## src/rtl/xfer_unit.sv

```systemverilog
module xfer_unit #(
  parameter int CW = 3
) (
  input  logic        clk,
  input  logic        rst_n,
  input  logic        in_valid,
  output logic        in_ready,
  input  logic [7:0]  in_opcode,
  input  logic        in_pfx,
  input  logic        ld_en,
  input  logic [2:0]  ld_sel,
  input  logic [15:0] ld_data,
  output logic        done,
  output logic        err,
  output logic [7:0]  reg_a,
  output logic [7:0]  reg_b,
  output logic [15:0] reg_x,
  output logic [15:0] reg_y,
  output logic [15:0] reg_sp,
  output logic [7:0]  reg_ccr
);

  localparam logic [7:0] CCR_RST = 8'hD0;

  logic          busy;
  logic [CW-1:0] cnt;
  logic          legal;
  logic [CW-1:0] ncyc;
  logic          take;
  logic [15:0]   idx;

  assign in_ready = !busy;
  assign take     = in_valid && in_ready;
  assign idx      = in_pfx ? reg_y : reg_x;

  always_comb begin
    legal = 1'b1;
    ncyc  = CW'(2);
    unique case (in_opcode)
      8'h30, 8'h35, 8'h8F: ncyc = in_pfx ? CW'(4) : CW'(3);
      8'h16, 8'h06, 8'h17, 8'h07, 8'h4D, 8'h5D: legal = !in_pfx;
      default: legal = 1'b0;
    endcase
  end

  always_ff @(posedge clk) begin
    if (!rst_n) begin
      busy <= 1'b0;
      cnt  <= '0;
      done <= 1'b0;
      err  <= 1'b0;
    end else begin
      done <= 1'b0;
      err  <= take && !legal;
      if (take && legal) begin
        busy <= 1'b1;
        cnt  <= ncyc;
      end else if (busy) begin
        if (cnt == CW'(1)) begin
          busy <= 1'b0;
          done <= 1'b1;
        end else begin
          cnt <= cnt - CW'(1);
        end
      end
    end
  end

  always_ff @(posedge clk) begin
    if (!rst_n) begin
      reg_a   <= '0;
      reg_b   <= '0;
      reg_x   <= '0;
      reg_y   <= '0;
      reg_sp  <= '0;
      reg_ccr <= CCR_RST;
    end else if (take && legal) begin
      unique case (in_opcode)
        8'h16: begin
          reg_b   <= reg_a;
          reg_ccr <= {reg_ccr[7:4], reg_a[7], reg_a == 8'h00, 1'b0, reg_ccr[0]};
        end
        8'h17: begin
          reg_a   <= reg_b;
          reg_ccr <= {reg_ccr[7:4], reg_b[7], reg_b == 8'h00, 1'b0, reg_ccr[0]};
        end
        8'h4D: reg_ccr <= {reg_ccr[7:4], reg_a[7], reg_a == 8'h00, 2'b00};
        8'h5D: reg_ccr <= {reg_ccr[7:4], reg_b[7], reg_b == 8'h00, 2'b00};
        8'h06: reg_ccr <= {reg_a[7], reg_a[6] & reg_ccr[6], reg_a[5:0]};
        8'h07: reg_a   <= reg_ccr;
        8'h30: begin
          if (in_pfx) reg_y <= reg_sp + 16'd1;
          else        reg_x <= reg_sp + 16'd1;
        end
        8'h35: reg_sp <= idx - 16'd1;
        8'h8F: begin
          {reg_a, reg_b} <= idx;
          if (in_pfx) reg_y <= {reg_a, reg_b};
          else        reg_x <= {reg_a, reg_b};
        end
        default: ;
      endcase
    end else if (ld_en && !busy && !in_valid) begin
      unique case (ld_sel)
        3'd0: reg_a   <= ld_data[7:0];
        3'd1: reg_b   <= ld_data[7:0];
        3'd2: reg_x   <= ld_data;
        3'd3: reg_y   <= ld_data;
        3'd4: reg_sp  <= ld_data;
        3'd5: reg_ccr <= ld_data[7:0];
        default: ;
      endcase
    end
  end

endmodule

```

## config.mk

```make
export PLATFORM = sky130hd
export DESIGN_NAME = xfer_unit
export DESIGN_NICKNAME = d
export VERILOG_FILES = /design/src/rtl/xfer_unit.sv
export SDC_FILE = /design/constraint.sdc
export NUM_CORES = 1
export LEC_CHECK = 0
export BUFFER_PORTS_ARGS = -buffer_cell sky130_fd_sc_hd__buf_2
export CORE_UTILIZATION = 45
export CTS_BUF_LIST = sky130_fd_sc_hd__clkbuf_2
export DETAILED_ROUTE_END_ITERATION = 8
export PLACE_DENSITY_LB_ADDON = 0.25
export SLEW_MARGIN = 20
export SYNTH_ARGS = -nofsm -noshare
export SYNTH_HDL_FRONTEND = slang
export SYNTH_SLANG_ARGS = --single-unit
export TNS_END_PERCENT = 5
```

## constraint.sdc

```tcl
create_clock -name clk -period 3.55 [get_ports clk]
set_input_delay 0.355 -clock clk [delete_from_list [all_inputs] [get_ports clk]]
set_output_delay 0.355 -clock clk [all_outputs]
set_load 0.02 [all_outputs]
```

# Yosys cells after proc, flatten, opt, wreduce, memory -nomap -nowiden
# Cells that the tools add are included.
# op_classes
add_sub_neg	3
bitwise_logic	3
muxes	39
eq_ne	31
reduce_logical	32
# ops
op	n
16-bit two-way mux	15
8-bit two-way mux	9
16-bit one-hot mux with 2 select lines	2
8-bit one-hot mux with 5 select lines	1
8-bit one-hot mux with 3 select lines	1
16-bit by 1-bit adder with 16-bit output (second input constant)	1
8-bit by 3-bit == test with 1-bit output (second input constant)	2
8-bit by 5-bit == test with 1-bit output (second input constant)	2
8-bit by 6-bit == test with 1-bit output (second input constant)	2
8-bit by 7-bit == test with 1-bit output (second input constant)	2
8-bit logical NOT	2
8-bit one-hot mux with 2 select lines	1
2-bit nonzero test	8
16-bit by 1-bit subtractor with 16-bit output (second input constant)	1
3-bit two-way mux	5
5-bit AND reduction	3
3-bit inequality test (second input constant)	4
3-bit AND reduction	4
2-bit inequality test (second input constant)	5
8-bit == test (second input constant)	1
4-bit by 1-bit inequality test with 1-bit output (second input constant)	2
7-bit AND reduction	1
3-bit by 1-bit == test with 1-bit output (second input constant)	2
3-bit by 2-bit == test with 1-bit output (second input constant)	2
other kinds (15)	30
# word_totals
inputBits	32
ff_bits	78

# Depth between registers and ports, before layout
# Gate-level depths: netlist (run 1).
# depth
ltp_word	6
ltp_mapped	11
depth_no_buf	7

# Least setup slack after synthesis (run 1)
# Ideal clock, no wire load.
# synth_timing
path_type	in2reg
from	input port in_pfx
to	register reg_sp[10]
cell_stages	10
path_slack_ns	0.697
t_required_ns	3.455
arrival_ns	2.758
cell_sequence	buf_2 buf_1 buf_2 buf_2 mux2i_1 ha_1 o21ai_1 nor4_1 xor2_1 a221oi_1
# synth_via
elab_chain_len	5
elab_cells_between_ends	11
cone_classes	add/sub: 1; eq/ne: 1; mux: 4; reduce/logical: 5
# synth_lines
element	line_no	rtl
from (decl)	9	input logic in_pfx,
branches (longest 5 deep; another with 16-bit by 1-bit subtractor with 16-bit output)	n/a	
to (signal assigned)	95	8'h35: reg_sp <= idx - 16'd1;
to (signal assigned)	109	3'd4: reg_sp <= ld_data;
to (decl)	19	output logic [15:0] reg_sp,
# Parallel ways; which one is timed is not known. The select of a mux whose other input is x is not followed.
# A chain may end at the register's enable or synchronous reset.

# Worst setup path after layout (run 1)
# layout_timing
from	register reg_sp[0]
to	register reg_y[10]
# layout_via
elab_chain_len	4
# layout_lines
element	line_no	rtl
16-bit by 1-bit adder with 16-bit output	92	if (in_pfx) reg_y <= reg_sp + 16'd1;
16-bit two-way mux	92	
16-bit one-hot mux with 2 select lines	78	unique case (in_opcode)
16-bit two-way mux	77	end else if (take && legal) begin
to (signal assigned)	92	
to (signal assigned)	98	if (in_pfx) reg_y <= {reg_a, reg_b};
to (signal assigned)	108	3'd3: reg_y <= ld_data;
to (decl)	18	output logic [15:0] reg_y,
# Every way passes these cells. The select of a mux whose other input is x is not followed.

==> run summary, run 1 <==
=====================================================================================
Result of the run                                                        finished, final reports clean
Maximum number of pins on one net before global-route repair                       57
Global-route wire length before repair                                   25830 microns
Number of rows created at floorplan                                                37
Core area                                                                0.01028 sq mm
Synth-to-layout area growth                                                    14.65%
Cell taking the most area after synthesis                                sky130_fd_sc_hd__dfxtp_1
Mux cell area share after synthesis                                            5.614%
Register bit count reported by yosys                                               78
Start point of the worst hold path                                         ld_data[3]
Setup slack at placement                                                     821.3 ps
Yosys warning count                                                                 0
End of the worst hold path                                               reg_b[3]$_SDFFE_PN0P_
Count of flip-flops with a built-in enable after synthesis                          0
Final Net Count                                                                   722
Register-to-Register Path Depth                                                     7
Area share of fa/ha/maj cells after synthesis                                  1.054%
Detailed-routing iteration count for the pre-antenna-repair pass                    5
Chip Width                                                               104.7 microns
Share of the core filled with cells in the final layout                        52.96%
Fraction of the cycle the final worst path needs                               62.91%
Worst flop-to-flop path startpoint                                       reg_sp[0]$_SDFFE_PN0P_
Sequential Area                                                          0.001562 sq mm
Post-synthesis compound-gate area fraction                                     28.97%
Portion of synthesized cell area occupied by the leading cell type             32.89%
Final critical delay including setup and external delays                      2233 ps
Initial DRC Count                                                                 569
Total wire length after detailed routing                                 16420 microns
Num Clock Sinks                                                                    78
Highest-count cells in the layout ignoring fill and taps                 sky130_fd_sc_hd__buf_2 (106), sky130_fd_sc_hd__dfxtp_1 (78), sky130_fd_sc_hd__nor2_1 (59)
Path type of the worst setup path                                        flop to flop
Diodes inserted                                                                     0
Count of pins over their slew limit                                                 0
Kind of start point of the critical path                                         flop
Drt wl/cell                                                              19.85 microns
Post-cts gate resize count                                                          0
Async set-reset flop share out of synthesis                                        0%
Number of setup buffers added after CTS                                             0
Hold buffers post-CTS                                                               0
Detail Placement HPWL                                                    12080 microns
CTS Buf Count                                                                       9
Leakage power total                                                          2.167 nW
Hold Path Depth                                                                     3
Starting utilization of the core area                                          46.19%
CTS tree                                                                        built
Worst-skew pair later-pin latency                                              570 ps
Top area cells in the synthesized netlist                                sky130_fd_sc_hd__dfxtp_1 (33%), sky130_fd_sc_hd__o21ai_0 (5.8%), sky130_fd_sc_hd__a21oi_1 (5.6%), sky130_fd_sc_hd__nor2_1 (4.7%), sky130_fd_sc_hd__mux2i_1 (4.4%)
Port-buffer cells                                                                 106
Register-to-register path setup slack                                         1320 ps
Max-cap violations                                                                  0
Primary FF master, synth                                                 sky130_fd_sc_hd__dfxtp_1
Die span in y                                                            104.7 microns
Worst slew slack as a fraction of its limit                                    46.07%
Number of global-route vias before repair                                        4644
Synth Cell Area                                                          0.004747 sq mm
Endpoint of the worst-slack reg-to-reg timing path                       reg_y[10]$_SDFFE_PN0P_
Net count after synthesis                                                         634
Fin cells                                                                         827
PD cells                                                                 295.7 mW/mm^2
Total negative slack                                                             0 ps
Leading cell type in the layout, fill and taps excluded                  sky130_fd_sc_hd__buf_2
# IOs                                                                             107
Worst IR Drop VDD                                                           0.1475 mV
Post-layout worst setup margin                                                1317 ps
Number of antenna violations at the first check in global routing                   0
Crit path max fanout                                                                7
Fillcell total                                                                   1032
Post-synthesis sequential area ratio                                           32.89%
Via count                                                                        5149
Die ar.                                                                  0.01096 sq mm
Average cell area after synthesis                                         7.938 sq um
Arrival time worst endpoint                                                   2740 ps
Setup crit end kind                                                              flop
Post-placement cell count                                                         811
Final setup skew                                                             43.48 ps
Class of the most critical hold timing path                              input port to flop
Number of H-tree levels                                                             3
Clock transition at the registers of the reported paths                        240 ps
Clock root buffer                                                        sky130_fd_sc_hd__clkbuf_2
Post-synthesis share of cell area spent on and, or, nand and nor gates         21.35%
Fraction of layout instances using a drive strength above 1                    22.00%
Multi-input gate area                                                    0.002992 sq mm
Post-synthesis cell count                                                         598
Total global routing overflow                                                       0
Setup repair after global routing missed its margin                             false
Upper clock frequency limit                                                 447.7 MHz
Global-route usage over all layers                                             30.17%
Count of distinct cell types in the synthesized netlist                            63
Vias per Instance                                                               6.226
Transition time of the tightest slew-check pin                               808.1 ps
Xor and xnor area share after synthesis                                        5.720%
Final count of negative-setup-slack endpoints                                       0
DP Area                                                                  0.005359 sq mm
Number of buffers on the longest clock path                                         2
Final GP Congestion                                                            0.9277
Post-route design area                                                   0.005443 sq mm
Drc violations                                                                      0
Required time of the critical path                                            4050 ps
Antenna-violating nets left                                                         0
Number of hold violations in the final report                                       0
Main combinational cell family by area after synthesis                   compound AO/OA/AOI/OAI gates
=====================================================================================
## routing by layer
layer | track usage, % | wire length [microns]
met1 | 41.38 | 6971
met4 | 14.89 | 616
met3 | 5.614 | 1515
met2 | 45.27 | 7312
met5 | 0 | 0
## synth_stat cells (all sizes together) (5+ instances only)
| master | instances |
|---|---|
| dfxtp | 78 |
| o21ai | 61 |
| nor2 | 59 |
| a21oi | 53 |
| nand2 | 48 |
| nor3 | 23 |
| a31oi | 21 |
| buf | 21 |
| mux2i | 21 |
| a211oi | 19 |
| xnor2 | 19 |
| clkbuf | 18 |
| nor4 | 18 |
| nand3 | 12 |
| xor2 | 12 |
| o211ai | 10 |
| inv | 8 |
| o2bb2ai | 8 |
| a221oi | 6 |
| mux2 | 5 |
## flip-flops by register name, indices dropped and copies added, names as in the netlist, 3 cells and up
register and count:
reg_sp 16, reg_x 16, reg_y 16, reg_a 8
reg_b 8, reg_ccr 8, cnt 3
## report_power, final
group          switching (mW)  internal, mW
combinational           0.171        0.0970
clock                   0.321        0.0988
sequential             0.0259         0.896
## final cells by class
cell class / count / area share, %
multi-input cells: 473 / 54.97
flip-flops and latches: 78 / 28.69
repair buffers: 116 / 11.13
well taps: 136 / 3.126
clock buffers: 12 / 1.103
inverters: 8 / 0.5517
clock inverters: 4 / 0.4368
## per-stage QoR
step | hold slack [ps] | total power [mW]
4_1_cts | 30.25 | 1.610
2_1_floorplan | 439.1 | 1.109
3_5_place_dp | 462.0 | 1.202
3_3_place_gp | 462.2 | 1.196
5_1_grt | 34.14 | 1.680
6_report | 43.22 | 1.610
## cell families (layout without fill, tap and decap cells)
kind of cell,after synthesis,after routing
compound gates,214,214
simple gates,198,198
flops,78,78
buf+inv,47,140
xor+xnor,31,31
mux,26,26
fa+ha+maj,4,4
## worst max-delay path by stage
stage | start | endpoint | slack [ps] | depth (start not counted)
2_1_floorplan | in_pfx | reg_sp[10]$_SDFFE_PN0P_ | 700 | 10
3_3_place_gp | in_opcode[1] | reg_y[6]$_SDFFE_PN0P_ | 850 | 8
3_5_place_dp | in_opcode[1] | reg_y[6]$_SDFFE_PN0P_ | 820 | 8
4_1_cts | reg_y[4]$_SDFFE_PN0P_ | reg_sp[15]$_SDFFE_PN0P_ | 1360 | 6
5_1_grt | reg_sp[0]$_SDFFE_PN0P_ | reg_y[10]$_SDFFE_PN0P_ | 1170 | 7
6_report | reg_sp[0]$_SDFFE_PN0P_ | reg_y[10]$_SDFFE_PN0P_ | 1320 | 7
## worst max-delay path, stage by stage (launching register included)
cell and delay [ps]:
sky130_fd_sc_hd__dfxtp_1 530, sky130_fd_sc_hd__ha_1 360, sky130_fd_sc_hd__nand2_1 170, sky130_fd_sc_hd__nor3_1 390, sky130_fd_sc_hd__xnor2_1 110, sky130_fd_sc_hd__a211oi_1 370, sky130_fd_sc_hd__a21oi_1 100, sky130_fd_sc_hd__a21oi_1 160
(Power assumes the default switching activity.)
==> run 2: changes to the inputs <==
--- a/config.mk
+++ b/config.mk
@@ -5,6 +5,7 @@
 export SDC_FILE = /design/constraint.sdc
 export NUM_CORES = 1
 export LEC_CHECK = 0
+export ABC_AREA = 1
 export BUFFER_PORTS_ARGS = -buffer_cell sky130_fd_sc_hd__buf_2
 export CORE_UTILIZATION = 45
 export CTS_BUF_LIST = sky130_fd_sc_hd__clkbuf_2
==> constraint.sdc (replaced) <==
create_clock -name clk -period 1.85 [get_ports clk]
set_input_delay 0.185 -clock clk [delete_from_list [all_inputs] [get_ports clk]]
set_output_delay 0.185 -clock clk [all_outputs]
set_load 0.02 [all_outputs]
==> run summary, run 2 <==
=================================================================================
Cell taking the most area after synthesis                            sky130_fd_sc_hd__dfxtp_1
Detailed-routing iteration count for the pre-antenna-repair pass                5   unchanged
Chip Width                                                           110.2 microns   +5.2%
Total wire length after detailed routing                             18380 microns   +12%
Die span in y                                                        110.2 microns   +5.2%
Most repeated cell in the gate-level netlist after synthesis         sky130_fd_sc_hd__nand2_1
CTS Buf Count                                                                   9   unchanged
Number of rows created at floorplan                                            39   +5.4%
Worst slew slack as a fraction of its limit                                63.27%   +17 points
Highest-count cells in the layout ignoring fill and taps             sky130_fd_sc_hd__nand2_1 (231), sky130_fd_sc_hd__nor2_1 (158), sky130_fd_sc_hd__buf_2 (106)
Via count                                                                    6427   +25%
Primary FF master, synth                                             sky130_fd_sc_hd__dfxtp_1
Drt wl/cell                                                          14.89 microns   -25%
Fraction of layout instances using a drive strength above 1                26.92%   +4.9 points
Total global routing overflow                                                   0   unchanged
Largest registers                                                    reg_sp: 16 flops, reg_x: 16 flops, reg_y: 16 flops
Required time of the critical path                                        2350 ps   -1700 ps
Detail Placement HPWL                                                14200 microns   +18%
Arrival time worst endpoint                                               2330 ps   -410 ps
Initial DRC Count                                                             702   +23%
List of cells traversed by the critical path                         ha_2 -> nand2_1 -> inv_2 -> nand2_1 -> nor2_2 -> buf_4 -> nand2_1 -> o21ai_0 -> o21ai_0 -> nand2_1 -> nand2_2 -> nor2_1 -> nor2_1
Max-cap violations                                                              0   unchanged
Leakage power total                                                      3.625 nW   +67%
Number of global-route vias before repair                                    5574   +20%
Worst IR Drop VDD                                                       0.2666 mV   +81%
Count of pins over their slew limit                                             0   unchanged
Async set-reset flop share out of synthesis                                    0%   unchanged
Final Net Count                                                              1123   +56%
Transition time of the tightest slew-check pin                           550.9 ps   -257.2 ps
Antenna-violating nets left                                                     0   unchanged
Number of antenna violations at the first check in global routing               0   unchanged
Longest individual stage delay on the worst path                           440 ps   -90 ps
Post-synthesis cell count                                                     888   +48%
Share of the core filled with cells in the final layout                    60.68%   +7.7 points
Synth Cell Area                                                      0.005266 sq mm   +11%
Most common cell on crit path                                        sky130_fd_sc_hd__nand2_1
Global-route usage over all layers                                         31.04%   +0.87 points
Kind of start point of the critical path                                     flop
Clock transition at the registers of the reported paths                    260 ps   +20 ps
Top area cells in the synthesized netlist                            sky130_fd_sc_hd__dfxtp_1 (30%), sky130_fd_sc_hd__nand2_1 (17%), sky130_fd_sc_hd__nor2_1 (12%), sky130_fd_sc_hd__o21ai_0 (7.9%), sky130_fd_sc_hd__inv_1 (6.8%)
Post-synthesis sequential area ratio                                       29.65%   -3.2 points
Fillcell total                                                               1180   +14%
Crit path max fanout                                                            6   -1
Class of the most critical hold timing path                          input port to flop
Worst hold slack after final layout                                      32.23 ps   -11.00 ps
Vias per Instance                                                           5.204   -16%
Count of flip-flops with a built-in enable after synthesis                      0   unchanged
Upper clock frequency limit                                             546.0 MHz   +22%
Fraction of the cycle the final worst path needs                           98.99%   +36 points
Num Clock Sinks                                                                78   unchanged
Count of distinct cell types in the synthesized netlist                        36   -43%
Result of the run                                                    finished, final reports clean
Clock root buffer                                                    sky130_fd_sc_hd__clkbuf_2
Portion of synthesized cell area occupied by the leading cell type         29.65%   -3.2 points
Die ar.                                                              0.01214 sq mm   +11%
Synth-to-layout area growth                                                31.58%
Drc violations                                                                  0   unchanged
Total negative slack                                                         0 ps   unchanged
PD cells                                                             497.8 mW/mm^2   +68%
Average cell area after synthesis                                     5.931 sq um   -25%
Number of hold violations in the final report                                   0   unchanged
Maximum number of pins on one net before global-route repair                   34   -40%
Number of H-tree levels                                                         3   unchanged
Final GP Congestion                                                        0.9551   +3.0%
Diodes inserted                                                                 0   unchanged
Final count of negative-setup-slack endpoints                                   0   unchanged
Worst-skew pair later-pin latency                                          580 ps   about the same
Most numerous cell types in the synthesized netlist                  sky130_fd_sc_hd__nand2_1 (234), sky130_fd_sc_hd__nor2_1 (163), sky130_fd_sc_hd__inv_1 (95), sky130_fd_sc_hd__o21ai_0 (83), sky130_fd_sc_hd__dfxtp_1 (78)
Port-buffer cells                                                             106   unchanged
Yosys warning count                                                             0   unchanged
Net count after synthesis                                                     924   +46%
Path type of the worst setup path                                    flop to flop
Leading cell type in the layout, fill and taps excluded              sky130_fd_sc_hd__nand2_1
Slowest stage cell on the critical path                              sky130_fd_sc_hd__dfxtp_4
Starting utilization of the core area                                      46.12%   -0.068 points
Global-route wire length before repair                               28370 microns   +9.8%
Final setup skew                                                         23.74 ps   -19.75 ps
CTS tree                                                                    built
Number of buffers on the longest clock path                                     2   unchanged
# IOs                                                                         107   unchanged
Register bit count reported by yosys                                           78   unchanged
Setup repair after global routing missed its margin                          true
Final critical delay including setup and external delays                  1831 ps   -402.1 ps
Setup crit end kind                                                          flop
Core area                                                            0.01142 sq mm   +11%
=================================================================================
==> run 2: cell count changes in the layout (fill, tap and decap cells not counted), sizes merged, moves of 11 or more <==
cell	previous run	this run
a211oi	19	0
a21oi	53	36
a31oi	21	1
buf	116	216
inv	8	106
mux2i	21	0
nand2	48	252
nand3	12	54
nor2	59	167
nor3	23	12
nor4	18	1
o21ai	61	97
xnor2	19	4
==> run 2: layout make-up <==
class / instances / area (sq um) / area share, %
timing repair buffer: 225 / 1509 / 21.78
inverter: 104 / 395.4 / 5.706
sequential: 78 / 1572 / 22.68
multi-input combinational: 669 / 3172 / 45.77
tap: 143 / 178.9 / 2.582
clock inverter: 7 / 57.56 / 0.8306
clock buffer: 9 / 45.04 / 0.6501
==> run 2: kinds of logic (layout without fill, tap and decap cells) <==
family / count (synthesis) / after routing / synth area share (%)
AO/OA/AOI/OAI: 141 / 141 / 13.90
XOR/XNOR: 16 / 16 / 2.661
adder cells (fa/ha/maj): 4 / 4 / 0.9504
buffers and inverters: 141 / 345 / 11.86
flip-flops: 78 / 78 / 29.65
AND/OR/NAND/NOR: 508 / 508 / 40.98
==> run 2: worst max-delay path, delay by kind of cell (launching register included) <==
| family | cells | cell delay, ps |
|---|---|---|
| simple gates | 8 | 660 |
| buf+inv | 2 | 220 |
| compound gates | 2 | 240 |
| fa+ha+maj | 1 | 170 |
| flops | 1 | 440 |
==> run 2: path summary, 6_finish.rpt <==
path         cells after the start                      to                    from  slack (ps)
max reg2reg                     13  reg_y[10]$_SDFFE_PN0P_  reg_sp[0]$_SDFFE_PN0P_          20
max                             13  reg_y[10]$_SDFFE_PN0P_  reg_sp[0]$_SDFFE_PN0P_          20
min reg2reg                      2     cnt[1]$_SDFFE_PN0P_     cnt[1]$_SDFFE_PN0P_         480
min                              5   reg_b[3]$_SDFFE_PN0P_              ld_data[3]          30
==> run 2: per-stage QoR <==
stage | power (mW) | std cells | instance area (sq um) | worst slack (ps)
floorplan | 2.210 | 888 | 5266 | 1.689
global placement | 2.504 | 1209 | 6628 | -160.6
detailed placement | 2.509 | 1209 | 6628 | -177.5
global route | 3.608 | 1235 | 6929 | -128.3
finish | 3.449 | 1235 | 6929 | 18.61
CTS | 3.432 | 1234 | 6829 | 11.60
==> run 2: layer usage <==
layer | routed length [microns] | GRT usage [%] | vias to the layer above
met5 | 0 | 0 | -
met4 | 512 | 11.65 | 0
met3 | 1631 | 4.997 | 38
met2 | 7954 | 46.34 | 304
met1 | 8286 | 44.60 | 2879
li1 | - | - | 3206
==> run 2: where the power goes <==
group | total, mW | switching, mW | internal, mW
Clock | 0.920 | 0.724 | 0.196
Sequential | 1.77 | 0.0370 | 1.73
Combinational | 0.763 | 0.464 | 0.299
==> run 2: repair_timing <==
item	CTS	global route
hold buffers	9	0
endpoints found under the hold margin	17	0
resized for setup	5	37
pin swaps	0	7
endpoints found under the setup margin	10	34
buffers inserted	0	1
==> run 3: changes to the inputs <==
--- a/config.mk
+++ b/config.mk
@@ -7,9 +7,11 @@
 export LEC_CHECK = 0
 export ABC_AREA = 1
 export BUFFER_PORTS_ARGS = -buffer_cell sky130_fd_sc_hd__buf_2
-export CORE_UTILIZATION = 45
+export CORE_ASPECT_RATIO = 1.5
+export CORE_UTILIZATION = 52
 export CTS_BUF_LIST = sky130_fd_sc_hd__clkbuf_2
 export DETAILED_ROUTE_END_ITERATION = 8
+export HOLD_SLACK_MARGIN = 0.15
 export PLACE_DENSITY_LB_ADDON = 0.25
 export SLEW_MARGIN = 20
 export SYNTH_ARGS = -nofsm -noshare
==> run summary, run 3 (synthesis results as in run 2) <==
================================================================================
Result of the run                                                   finished with violations
Violations in the final reports                                              DRC
Fraction of layout instances using a drive strength above 1               25.82%   -1.1 points
Path type of the worst setup path                                   flop to flop
Met3 GRT Util                                                             4.950%   -0.047 points
Maximum number of pins on one net before global-route repair                  39   +15%
Leakage power total                                                     3.648 nW   +0.63%
Kind of start point of the critical path                                    flop
Global-route usage over all layers                                        35.11%   +4.1 points
Leading cell type in the layout, fill and taps excluded             sky130_fd_sc_hd__nand2_1
Busiest grt layer                                                           met2
Total wire length after detailed routing                            18570 microns   +0.99%
Total stage count of the critical path                                         9   -4
Count of pins over their slew limit                                            0   unchanged
Number of antenna violations at the first check in global routing              0   unchanged
Max-cap violations                                                             0   unchanged
Post-layout worst setup margin                                          66.60 ps   +47.99 ps
Worst slew slack as a fraction of its limit                               68.33%   +5.1 points
Met1 usage in global routing                                              42.70%   -1.9 points
Final count of negative-setup-slack endpoints                                  0   unchanged
Clock root buffer                                                   sky130_fd_sc_hd__clkbuf_2
Die ar.                                                             0.01054 sq mm   -13%
Most common cell on crit path                                       sky130_fd_sc_hd__nor2_1
Total global routing overflow                                                  0   unchanged
Num Clock Sinks                                                               78   unchanged
CP top delay family                                                 simple AND/OR/NAND/NOR gates
Synth-to-layout area growth                                               31.43%
DP Area                                                             0.006510 sq mm   -1.8%
Drt wl/cell                                                         15.28 microns   +2.7%
Final setup skew                                                        40.67 ps   +16.94 ps
Number of H-tree levels                                                        3   unchanged
Met2 Track Usage GR                                                       58.78%   +12 points
Post-route design area                                              0.006922 sq mm   -0.11%
Number of hold violations in the final report                                  0   unchanged
Register-to-register path setup slack                                      70 ps   +50 ps
Setup crit end kind                                                         flop
Endpoint of the worst-slack reg-to-reg timing path                  reg_x[13]$_SDFFE_PN0P_
PD cells                                                            509.7 mW/mm^2   +2.4%
Final critical delay including setup and external delays                 1783 ps   -47.99 ps
CTS Buf Count                                                                  9   unchanged
Number of global-route vias before repair                                   5927   +6.3%
Diodes inserted                                                                0   unchanged
Via count                                                                   6611   +2.9%
Transition time of the tightest slew-check pin                          470.1 ps   -80.82 ps
Vias per Instance                                                          5.441   +4.6%
Number of rows created at floorplan                                           44   +13%
Global-route wire length before repair                              29000 microns   +2.2%
Worst-skew pair later-pin latency                                         600 ps   +20 ps
Final GP Congestion                                                       0.9645   +0.98%
Die span in y                                                       125.3 microns   +14%
Port-buffer cells                                                            106   unchanged
Largest registers                                                   reg_sp: 16 flops, reg_x: 16 flops, reg_y: 16 flops
CTS tree                                                                   built
Initial DRC Count                                                            609   -13%
Antenna-violating nets left                                                    0   unchanged
Core area                                                           0.009744 sq mm   -15%
CP endpoint                                                         reg_x[13]$_SDFFE_PN0P_
Class of the most critical hold timing path                         input port to flop
Slowest stage cell on the critical path                             sky130_fd_sc_hd__dfxtp_4
Crit path max fanout                                                           4   -2
Setup slack at placement                                               -134.5 ps   +43.10 ps
Final Net Count                                                             1131   +0.71%
Chip Width                                                          84.17 microns   -24%
Setup repair after global routing missed its margin                         true
Post-placement cell count                                                   1175   -2.8%
Fraction of the cycle the final worst path needs                          96.40%   -2.6 points
Total design power                                                      3.528 mW   +2.3%
Clock transition at the registers of the reported paths                   230 ps   -30 ps
Arrival time worst endpoint                                              2320 ps   about the same
List of cells traversed by the critical path                        nand3_2 -> buf_4 -> nor2_1 -> nand3_1 -> xor2_1 -> a21oi_1 -> o21ai_1 -> nor2_1 -> nor2_1
Worst flop-to-flop path startpoint                                  reg_sp[0]$_SDFFE_PN0P_
Detailed-routing iteration count for the pre-antenna-repair pass               7   +2
Fin cells                                                                   1215   -1.6%
Detail Placement HPWL                                               13970 microns   -1.6%
Longest individual stage delay on the worst path                          420 ps   -20 ps
Drc violations                                                                16   +16
Worst IR Drop VDD                                                      0.4375 mV   +64%
Starting utilization of the core area                                     54.04%   +7.9 points
Register-to-Register Path Depth                                                9   -4
Highest-count cells in the layout ignoring fill and taps            sky130_fd_sc_hd__nand2_1 (230), sky130_fd_sc_hd__nor2_1 (160), sky130_fd_sc_hd__buf_2 (106)
Worst hold slack after final layout                                     175.0 ps   +142.7 ps
Critical path launch point                                          reg_sp[0]$_SDFFE_PN0P_
Number of buffers on the longest clock path                                    2   unchanged
Required time of the critical path                                       2390 ps   +40 ps
Upper clock frequency limit                                            560.7 MHz   +2.7%
Buffers and inverters on the worst path                                        1   -1
# IOs                                                                        107   unchanged
================================================================================
-- run 3: changes by cell type in the layout (fill, tap and decap cells not counted), moves of 3 or more --
cell / change
sky130_fd_sc_hd__buf_12: -3
sky130_fd_sc_hd__dfxtp_2: -3
sky130_fd_sc_hd__dlygate4sd3_1: +10
sky130_fd_sc_hd__o21ai_0: +4
-- run 3: power breakdown --
| part | leakage, nW | internal (mW) | total, mW | switching, mW |
|---|---|---|---|---|
| Sequential | 0.634 | 1.73 | 1.77 | 0.0383 |
| Combinational | 2.94 | 0.306 | 0.768 | 0.462 |
| Clock | 0.0721 | 0.326 | 0.995 | 0.669 |
| Total | 3.65 | 2.36 | 3.53 | 1.17 |
-- run 3: per-stage QoR --
step,TNS [ps],utilization [%]
floorplan,0,-
global placement,-808.7,66.81
detailed placement,-2935,66.81
CTS,0,69.94
global route,-404.8,71.03
finish,0,71.03
-- run 3: cell type report --
class                           count  area (sq um)
Clock inverter                      5         60.06
Tap cell                          115         143.9
Clock buffer                       11         55.05
Sequential cell                    78          1572
Timing Repair Buffer              233          1560
Multi-Input combinational cell    669          3136
Inverter                          104         395.4
Fill cell                         858          2823
-- run 3: per-layer routing --
metal | wire length (microns) | up-vias | share of wire [%]
met4 | 1086 | 0 | 5.8
met2 | 8779 | 366 | 47
met5 | 0 | - | 0
li1 | - | 3219 | -
met3 | 1358 | 87 | 7.3
met1 | 7342 | 2939 | 40
-- run 3: worst min path at each step --
| stage | startpoint | endpoint | slack [ps] | cells after the start |
|---|---|---|---|---|
| floorplan | ld_data[10] | reg_sp[10]$_SDFFE_PN0P_ | 350 | 2 |
| global placement | cnt[1]$_SDFFE_PN0P_ | cnt[1]$_SDFFE_PN0P_ | 450 | 2 |
| detailed placement | cnt[1]$_SDFFE_PN0P_ | cnt[1]$_SDFFE_PN0P_ | 460 | 2 |
| CTS | ld_sel[2] | reg_ccr[0]$_SDFFE_PN0P_ | 150 | 6 |
| global route | ld_sel[2] | reg_ccr[0]$_SDFFE_PN0P_ | 220 | 6 |
| finish | ld_sel[2] | reg_ccr[0]$_SDFFE_PN0P_ | 170 | 7 |
-- run 3: timing repair --
action / 4_1_cts / 5_1_grt
pin swaps: 0 / 6
gates resized for setup: 1 / 29
hold endpoints to repair: 72 / 0
setup buffers: 0 / 5
hold buffers: 19 / 0
endpoints found under the setup margin: 2 / 25
-- run 3: worst register-to-register path: cells and delay by family (launching register included) --
family | cells | cell delay [ps]
compound gates | 2 | 350
simple gates | 5 | 610
buf+inv | 1 | 160
xor+xnor | 1 | 210
flops | 1 | 420
